## src/rtl/zcd_pkg.sv

```systemverilog
package zcd_pkg;
   typedef enum logic [1:0] {
      ZC_RISE = 2'b00,
      ZC_FALL = 2'b01,
      ZC_BOTH = 2'b10,
      ZC_OFF  = 2'b11
   } zc_mode_e;
endpackage

```

## src/rtl/zc_sign_frontend.sv

```systemverilog
module zc_sign_frontend #(
   parameter int SYNC_STAGES = 2
) (
   input  logic clk,
   input  logic rst,
   input  logic sign_in,
   input  logic src_sel,
   output logic fe_sign,
   output logic fe_valid
);
   localparam int LAST = SYNC_STAGES - 1;

   logic [LAST:0] chain_q;
   logic [LAST:0] vld_q;

   always_ff @(posedge clk) begin
      if (rst) begin
         chain_q[0] <= 1'b0;
         vld_q[0]   <= 1'b0;
      end else begin
         chain_q[0] <= sign_in;
         vld_q[0]   <= 1'b1;
      end
   end

   generate
      for (genvar g = 1; g < SYNC_STAGES; g++) begin : g_stage
         always_ff @(posedge clk) begin
            if (rst) begin
               chain_q[g] <= 1'b0;
               vld_q[g]   <= 1'b0;
            end else begin
               chain_q[g] <= chain_q[g-1];
               vld_q[g]   <= vld_q[g-1];
            end
         end
      end
   endgenerate

   // converter source is already clocked: one capture flop is enough
   always_comb begin
      if (src_sel) begin
         fe_sign  = chain_q[LAST];
         fe_valid = vld_q[LAST];
      end else begin
         fe_sign  = chain_q[0];
         fe_valid = vld_q[0];
      end
   end
endmodule

```

## src/rtl/zc_persist_filter.sv

```systemverilog
module zc_persist_filter #(
   parameter int HOLD_W = 8
) (
   input  logic              clk,
   input  logic              rst,
   input  logic              in_sign,
   input  logic              in_valid,
   input  logic [HOLD_W-1:0] hold_n,
   output logic              filt_sign,
   output logic              filt_valid
);
   logic [HOLD_W-1:0] run_q;
   logic              last_run;

   // N = 0 and N = 1 both accept on the first differing sample
   assign last_run = (hold_n == '0) || (run_q == hold_n - 1'b1);

   always_ff @(posedge clk) begin
      if (rst) begin
         filt_sign  <= 1'b0;
         filt_valid <= 1'b0;
         run_q      <= '0;
      end else if (in_valid) begin
         if (!filt_valid) begin
            filt_sign  <= in_sign;
            filt_valid <= 1'b1;
            run_q      <= '0;
         end else if (in_sign == filt_sign) begin
            run_q <= '0;
         end else if (last_run) begin
            filt_sign <= in_sign;
            run_q     <= '0;
         end else begin
            run_q <= run_q + 1'b1;
         end
      end
   end
endmodule

```

## src/rtl/zc_edge_unit.sv

```systemverilog
module zc_edge_unit
   import zcd_pkg::*;
(
   input  logic       clk,
   input  logic       rst,
   input  logic       cur_sign,
   input  logic       cur_valid,
   input  logic [1:0] mode_sel,
   output logic       pulse,
   output logic       dir
);
   logic prev_q;
   logic prev_vld_q;
   logic rise, fall, hit;

   assign rise = cur_sign & ~prev_q;
   assign fall = ~cur_sign & prev_q;

   always_comb begin
      unique case (zc_mode_e'(mode_sel))
         ZC_RISE: hit = rise;
         ZC_FALL: hit = fall;
         ZC_BOTH: hit = rise ^ fall;
         default: hit = 1'b0;
      endcase
   end

   always_ff @(posedge clk) begin
      if (rst) begin
         prev_q     <= 1'b0;
         prev_vld_q <= 1'b0;
         pulse      <= 1'b0;
         dir        <= 1'b0;
      end else begin
         prev_q     <= cur_sign;
         prev_vld_q <= cur_valid;
         pulse      <= cur_valid & prev_vld_q & hit;
         dir        <= cur_valid & prev_vld_q & hit & cur_sign;
      end
   end
endmodule

```

## src/rtl/zcross_detect.sv

```systemverilog
module zcross_detect #(
   parameter int HOLD_W      = 8,
   parameter int SYNC_STAGES = 2
) (
   input  logic              clk,
   input  logic              rst,
   input  logic              sign_in,
   input  logic              src_sel,
   input  logic [1:0]        mode_sel,
   input  logic [HOLD_W-1:0] hold_n,
   output logic              zc_pulse,
   output logic              zc_dir
);
   initial begin
      assert (HOLD_W >= 1 && HOLD_W <= 16)
         else $error("HOLD_W out of range");
      assert (SYNC_STAGES >= 2 && SYNC_STAGES <= 4)
         else $error("SYNC_STAGES out of range");
   end

   logic fe_sign, fe_valid;
   logic filt_sign, filt_valid;

   zc_sign_frontend #(.SYNC_STAGES(SYNC_STAGES)) fe_i (
      .clk(clk), .rst(rst), .sign_in(sign_in), .src_sel(src_sel),
      .fe_sign(fe_sign), .fe_valid(fe_valid)
   );

   zc_persist_filter #(.HOLD_W(HOLD_W)) flt_i (
      .clk(clk), .rst(rst), .in_sign(fe_sign), .in_valid(fe_valid),
      .hold_n(hold_n), .filt_sign(filt_sign), .filt_valid(filt_valid)
   );

   zc_edge_unit edge_i (
      .clk(clk), .rst(rst), .cur_sign(filt_sign), .cur_valid(filt_valid),
      .mode_sel(mode_sel), .pulse(zc_pulse), .dir(zc_dir)
   );
endmodule

```

## config.mk

```make
export PLATFORM = sky130hd
export DESIGN_NAME = zcross_detect
export DESIGN_NICKNAME = d
export VERILOG_FILES = /design/src/rtl/zcd_pkg.sv /design/src/rtl/zc_sign_frontend.sv /design/src/rtl/zc_persist_filter.sv /design/src/rtl/zc_edge_unit.sv /design/src/rtl/zcross_detect.sv
export SDC_FILE = /design/constraint.sdc
export NUM_CORES = 1
export LEC_CHECK = 0
export BUFFER_PORTS_ARGS = -buffer_cell sky130_fd_sc_hd__buf_4
export CORE_MARGIN = 2
export CORE_UTILIZATION = 52
export DETAILED_ROUTE_END_ITERATION = 8
export HOLD_SLACK_MARGIN = 0.12
export PLACE_DENSITY = 0.71
export SYNTH_ARGS = -nofsm -noshare
export SYNTH_HDL_FRONTEND = slang
export SYNTH_SLANG_ARGS = --single-unit
```

## constraint.sdc

```tcl
create_clock -name clk -period 4.8 [get_ports clk]
set_input_delay 0.96 -clock clk [delete_from_list [all_inputs] [get_ports clk]]
set_output_delay 0.96 -clock clk [all_outputs]
set_load 0.01 [all_outputs]
```

==> impl.org <==
** Final layout
- Final nets :: 174
- Most used cells in the layout excluding fill and tap cells :: sky130_fd_sc_hd__dfxtp_1 (18), sky130_fd_sc_hd__buf_4 (15), sky130_fd_sc_hd__nand2_1 (14)
- Flip-flop and latch area :: 360 sq um
- The finished layout holds 182 standard cells, fillers aside.
- Most common library cell in the layout ignoring fill and taps :: sky130_fd_sc_hd__dfxtp_1
- Area growth, synth to finish :: 14.1%
- Inserted Diodes :: 0
- Count of fill cells added during filler insertion :: 213
- Of the cells placed in the final design, the portion with a size suffix greater than 1 is 16.9%.
- Multi-input logic area :: 767 sq um
- The finished cells cover 1340 sq um.
- Share of the core filled with cells :: 61.6%

** Synth
- The synthesized netlist occupies a cell area of 1170 sq um.
- Area share of the largest cell type after synthesis :: a little under a third
- After synthesis the netlist holds a flip-flop and latch count of 18.
- Synthesis produced 140 cells.
- Leading area contributor after synthesis :: sky130_fd_sc_hd__dfxtp_1
- In this run the mean area of a mapped cell was 8.37 sq um.
- Sorting the synthesized cells by area gives the leading types as sky130_fd_sc_hd__dfxtp_1 (31%), sky130_fd_sc_hd__ha_1 (5.3%), sky130_fd_sc_hd__nand2_1 (4.5%).
- Counting distinct cell types in the post-synthesis netlist gives 40.
- Yosys warnings :: 0
- Summing the sequential cell areas from Yosys gives 30.7% of the chip area.
- The number of nets in the synthesized netlist is 159.

** STA
- Max Clock Freq :: 0.351 GHz
- Clock skew after layout :: 3.39 ps
- Setup slack on the critical path of the routed design comes to 1950 ps.
- Summed over all failing endpoints, the final setup total negative slack is 0 ps.
- Setup repair after global routing left no endpoint under its margin.
- Slew margin rel. :: 23.5%
- Tightest Pin Transition :: roughly 1100 ps
- Setup violations remaining at the end of the flow were counted as 0.
- Hold violation count in the final report :: 0
- Final worst hold slack :: 472 ps
- Final count of pins violating max slew :: 0
- Post-route fraction of the period consumed by the critical path :: 59.3%
- Period minus WS final :: around 2800 ps

** Floorplanning
- Die footprint :: between 2000 and 3000 sq um
- In this run the core area contains 17 standard-cell rows.
- For this configuration, the core starts out at a cell density of 54.0%.
- In this run the vertical extent of the chip is 51.5 um.
- Standard cell core area :: approximately 2200 sq um
- Number of I/O pins :: 16
- Horiz. Die Dim :: 51.5 um

** Critical path
- CP max FO :: 9
- Slowest cell on crit path :: sky130_fd_sc_hd__or4_4
- The largest single stage delay on the critical path is around 560 ps.
- Together, buffers and inverters on the worst path number 1.
- The worst setup path is captured at a flop.
- Among cell families on the critical path, the largest total delay comes from simple AND/OR/NAND/NOR gates.
- Critical Setup Path Class :: in2reg
- Data arrives at the worst endpoint at 3040 ps.
- The worst setup path is launched from an input port.
- Required time reported for the critical path endpoint :: roughly 5000 ps
- The signal on the critical path passes through buf_4 > or4_4 > or4b_1 > a311o_1 > o211ai_2 > nor3_4 > mux2_4.

** Pwr
- In this run the static leakage power is 0.558 nW.
- Total power for the finished layout comes to 0.301 mW.
- IR analysis of the VDD net gives a maximum drop of 0.163 mV.
- Power density over the cells :: 225 nW/um^2

** CTS
- TritonCTS built the clock tree.
- In this run the number of H-tree levels came out at 1.
- Once the clock tree was built, the resizer swapped 0 gates to a different size.
- Root Buffer :: sky130_fd_sc_hd__clkbuf_4
- Once the clock tree was built, the setup fixing pass inserted 0 buffers.
- Clock tree sinks :: 18
- Clock tree synthesis inserted a total of 3 buffers.
- Number of buffers inserted for hold repair after clock tree synthesis :: 0
- Clock Tree Buf Depth :: 2
- Later-pin clock latency in the skew report :: around 300 ps
- Clock input transition at the sequential cells of the worst setup and hold paths :: 100 ps

** Global routing
- The via count of the first global-routing pass is 936.
- Antenna violations before repair :: 0
- The first global-routing pass estimated 4040 um of wire.
- Across every metal layer, demand over resource in global routing totals 20.4%.
- Entering global routing, the biggest net connects 23 pins.
- Total congestion overflow :: 0

** Placement
- Sum of net half-perimeters after detailed placement :: 1750 um
- Buffers placed on the I/O ports in this run total 15.
- Placed cells :: between 150 and 200
- At the end of routability-driven placement, the weighted congestion stood at 0.777.
- Post-Place Cell Area :: 1300 sq um
- Post-Place Worst Slack :: 1630 ps

** Routing
- For this run, the detailed router's first-pass iteration total came to 4.
- Across all layers, the routed design uses between 1,000 and 1,500 vias.
- Once detail routing completed, the nets flagged for antenna violations numbered 0.
- For this block, the initial DRC count from the detailed router was 37.
- Total detailed-routing wirelength :: between 2000 and 2500 um
- DR WL/cell :: 13.5 um
- Residual DRC :: 0
- Vias per inst :: roughly 5.8

** Flow run
- Across the run, the number of max-cap violations was 0.

** Run status
- The flow ran to the end, and the final reports show no timing, DRC or antenna violations.

** Hold path
- The path class of the tightest hold or removal check is reg2reg.
[final timing paths]
path	startpoint	endpoint	slack (ps)	cells past startpoint
worst min-delay path	fe_i.chain_q[0]$_SDFF_PP0_	fe_i.chain_q[1]$_SDFF_PP0_	470	1
worst max register to register	flt_i.run_q[2]$_SDFFE_PP0P_	flt_i.filt_sign$_SDFFE_PP0P_	2820	5
worst min register to register	fe_i.chain_q[0]$_SDFF_PP0_	fe_i.chain_q[1]$_SDFF_PP0_	470	1
worst max-delay path	hold_n[3]	flt_i.filt_sign$_SDFFE_PP0P_	1950	7
[routing by layer]
layer	up-vias	track usage, %	part of all wire [%]
met2	25	32.9	46
met4	0	10.1	1.2
met3	4	3.80	5.0
met5	-	0	0
li1	542	-	-
met1	489	25.9	48
[logic make-up (layout without fill, tap and decap cells)]
group                      count (synthesis)  in the layout  synth area share [%]
adders and majority gates                  5              5                  5.34
AOI/OAI and AO/OA                         21             21                  12.4
and+or+nand+nor                           71             71                  36.6
xor gates and xnor gates                   8              8                  5.98
buffers and inverters                     12             26                  3.84
muxes                                      5              5                  5.12
DFF                                       18             18                  30.7
[where the power goes]
part	leakage [nW]	total, mW	internal, mW	switching, mW
logic	0.390	0.0528	0.0216	0.0312
clock network	0.0210	0.0936	0.0463	0.0473
registers	0.147	0.155	0.153	0.00205
total	0.558	0.301	0.221	0.0805
[sequential cells by signal, indices dropped and copies added (netlist names)]
signal,flops
edge_i.dir,1
edge_i.prev_q,1
edge_i.prev_vld_q,1
edge_i.pulse,1
fe_i.chain_q,2
fe_i.vld_q,2
flt_i.filt_sign,1
flt_i.filt_valid,1
flt_i.run_q,8
[cell type report]
class | instances | share of cell area, %
Timing Repair Buffer | 15 | 8.42
Sequential cell | 18 | 26.9
Inverter | 7 | 1.96
Clock buffer | 4 | 2.71
Tap cell | 28 | 2.62
Multi-Input combinational cell | 110 | 57.3
[synth_stat cells]
cell type	count
sky130_fd_sc_hd__dfxtp_1	18
sky130_fd_sc_hd__nand2_1	14
sky130_fd_sc_hd__inv_1	7
sky130_fd_sc_hd__nand3_1	7
sky130_fd_sc_hd__nor2_1	7
sky130_fd_sc_hd__and3_1	6
sky130_fd_sc_hd__nor3_1	6
sky130_fd_sc_hd__nor4b_1	6
sky130_fd_sc_hd__o22ai_1	6
sky130_fd_sc_hd__xnor2_1	6
sky130_fd_sc_hd__clkbuf_1	5
sky130_fd_sc_hd__ha_1	5
sky130_fd_sc_hd__nor2b_1	5
sky130_fd_sc_hd__a21oi_1	3
sky130_fd_sc_hd__and3b_1	3
sky130_fd_sc_hd__nor4_1	3
sky130_fd_sc_hd__o21ai_1	3
sky130_fd_sc_hd__mux2i_1	2
sky130_fd_sc_hd__nand2b_1	2
sky130_fd_sc_hd__nand3b_1	2
sky130_fd_sc_hd__nor4bb_1	2
sky130_fd_sc_hd__o21ai_0	2
sky130_fd_sc_hd__or3_1	2
sky130_fd_sc_hd__xor2_1	2
sky130_fd_sc_hd__a311o_1	1
sky130_fd_sc_hd__a31oi_1	1
sky130_fd_sc_hd__a31oi_2	1
sky130_fd_sc_hd__a41o_1	1
sky130_fd_sc_hd__and2_1	1
sky130_fd_sc_hd__mux2_2	1
sky130_fd_sc_hd__mux2_4	1
sky130_fd_sc_hd__mux2i_2	1
sky130_fd_sc_hd__nand4_1	1
sky130_fd_sc_hd__nand4b_1	1
sky130_fd_sc_hd__nor3_4	1
sky130_fd_sc_hd__o211ai_2	1
sky130_fd_sc_hd__o311ai_0	1
sky130_fd_sc_hd__o31ai_1	1
sky130_fd_sc_hd__or4_4	1
sky130_fd_sc_hd__or4b_1	1
[worst reg2reg max path, delay by kind of cell, from the launching register on]
kind	cells	cell delay, ps
AO/OA/AOI/OAI	2	770
multiplexers	1	310
flip-flops	1	390
AND/OR/NAND/NOR	2	410
Note: power is estimated with default switching activity, not from simulation.
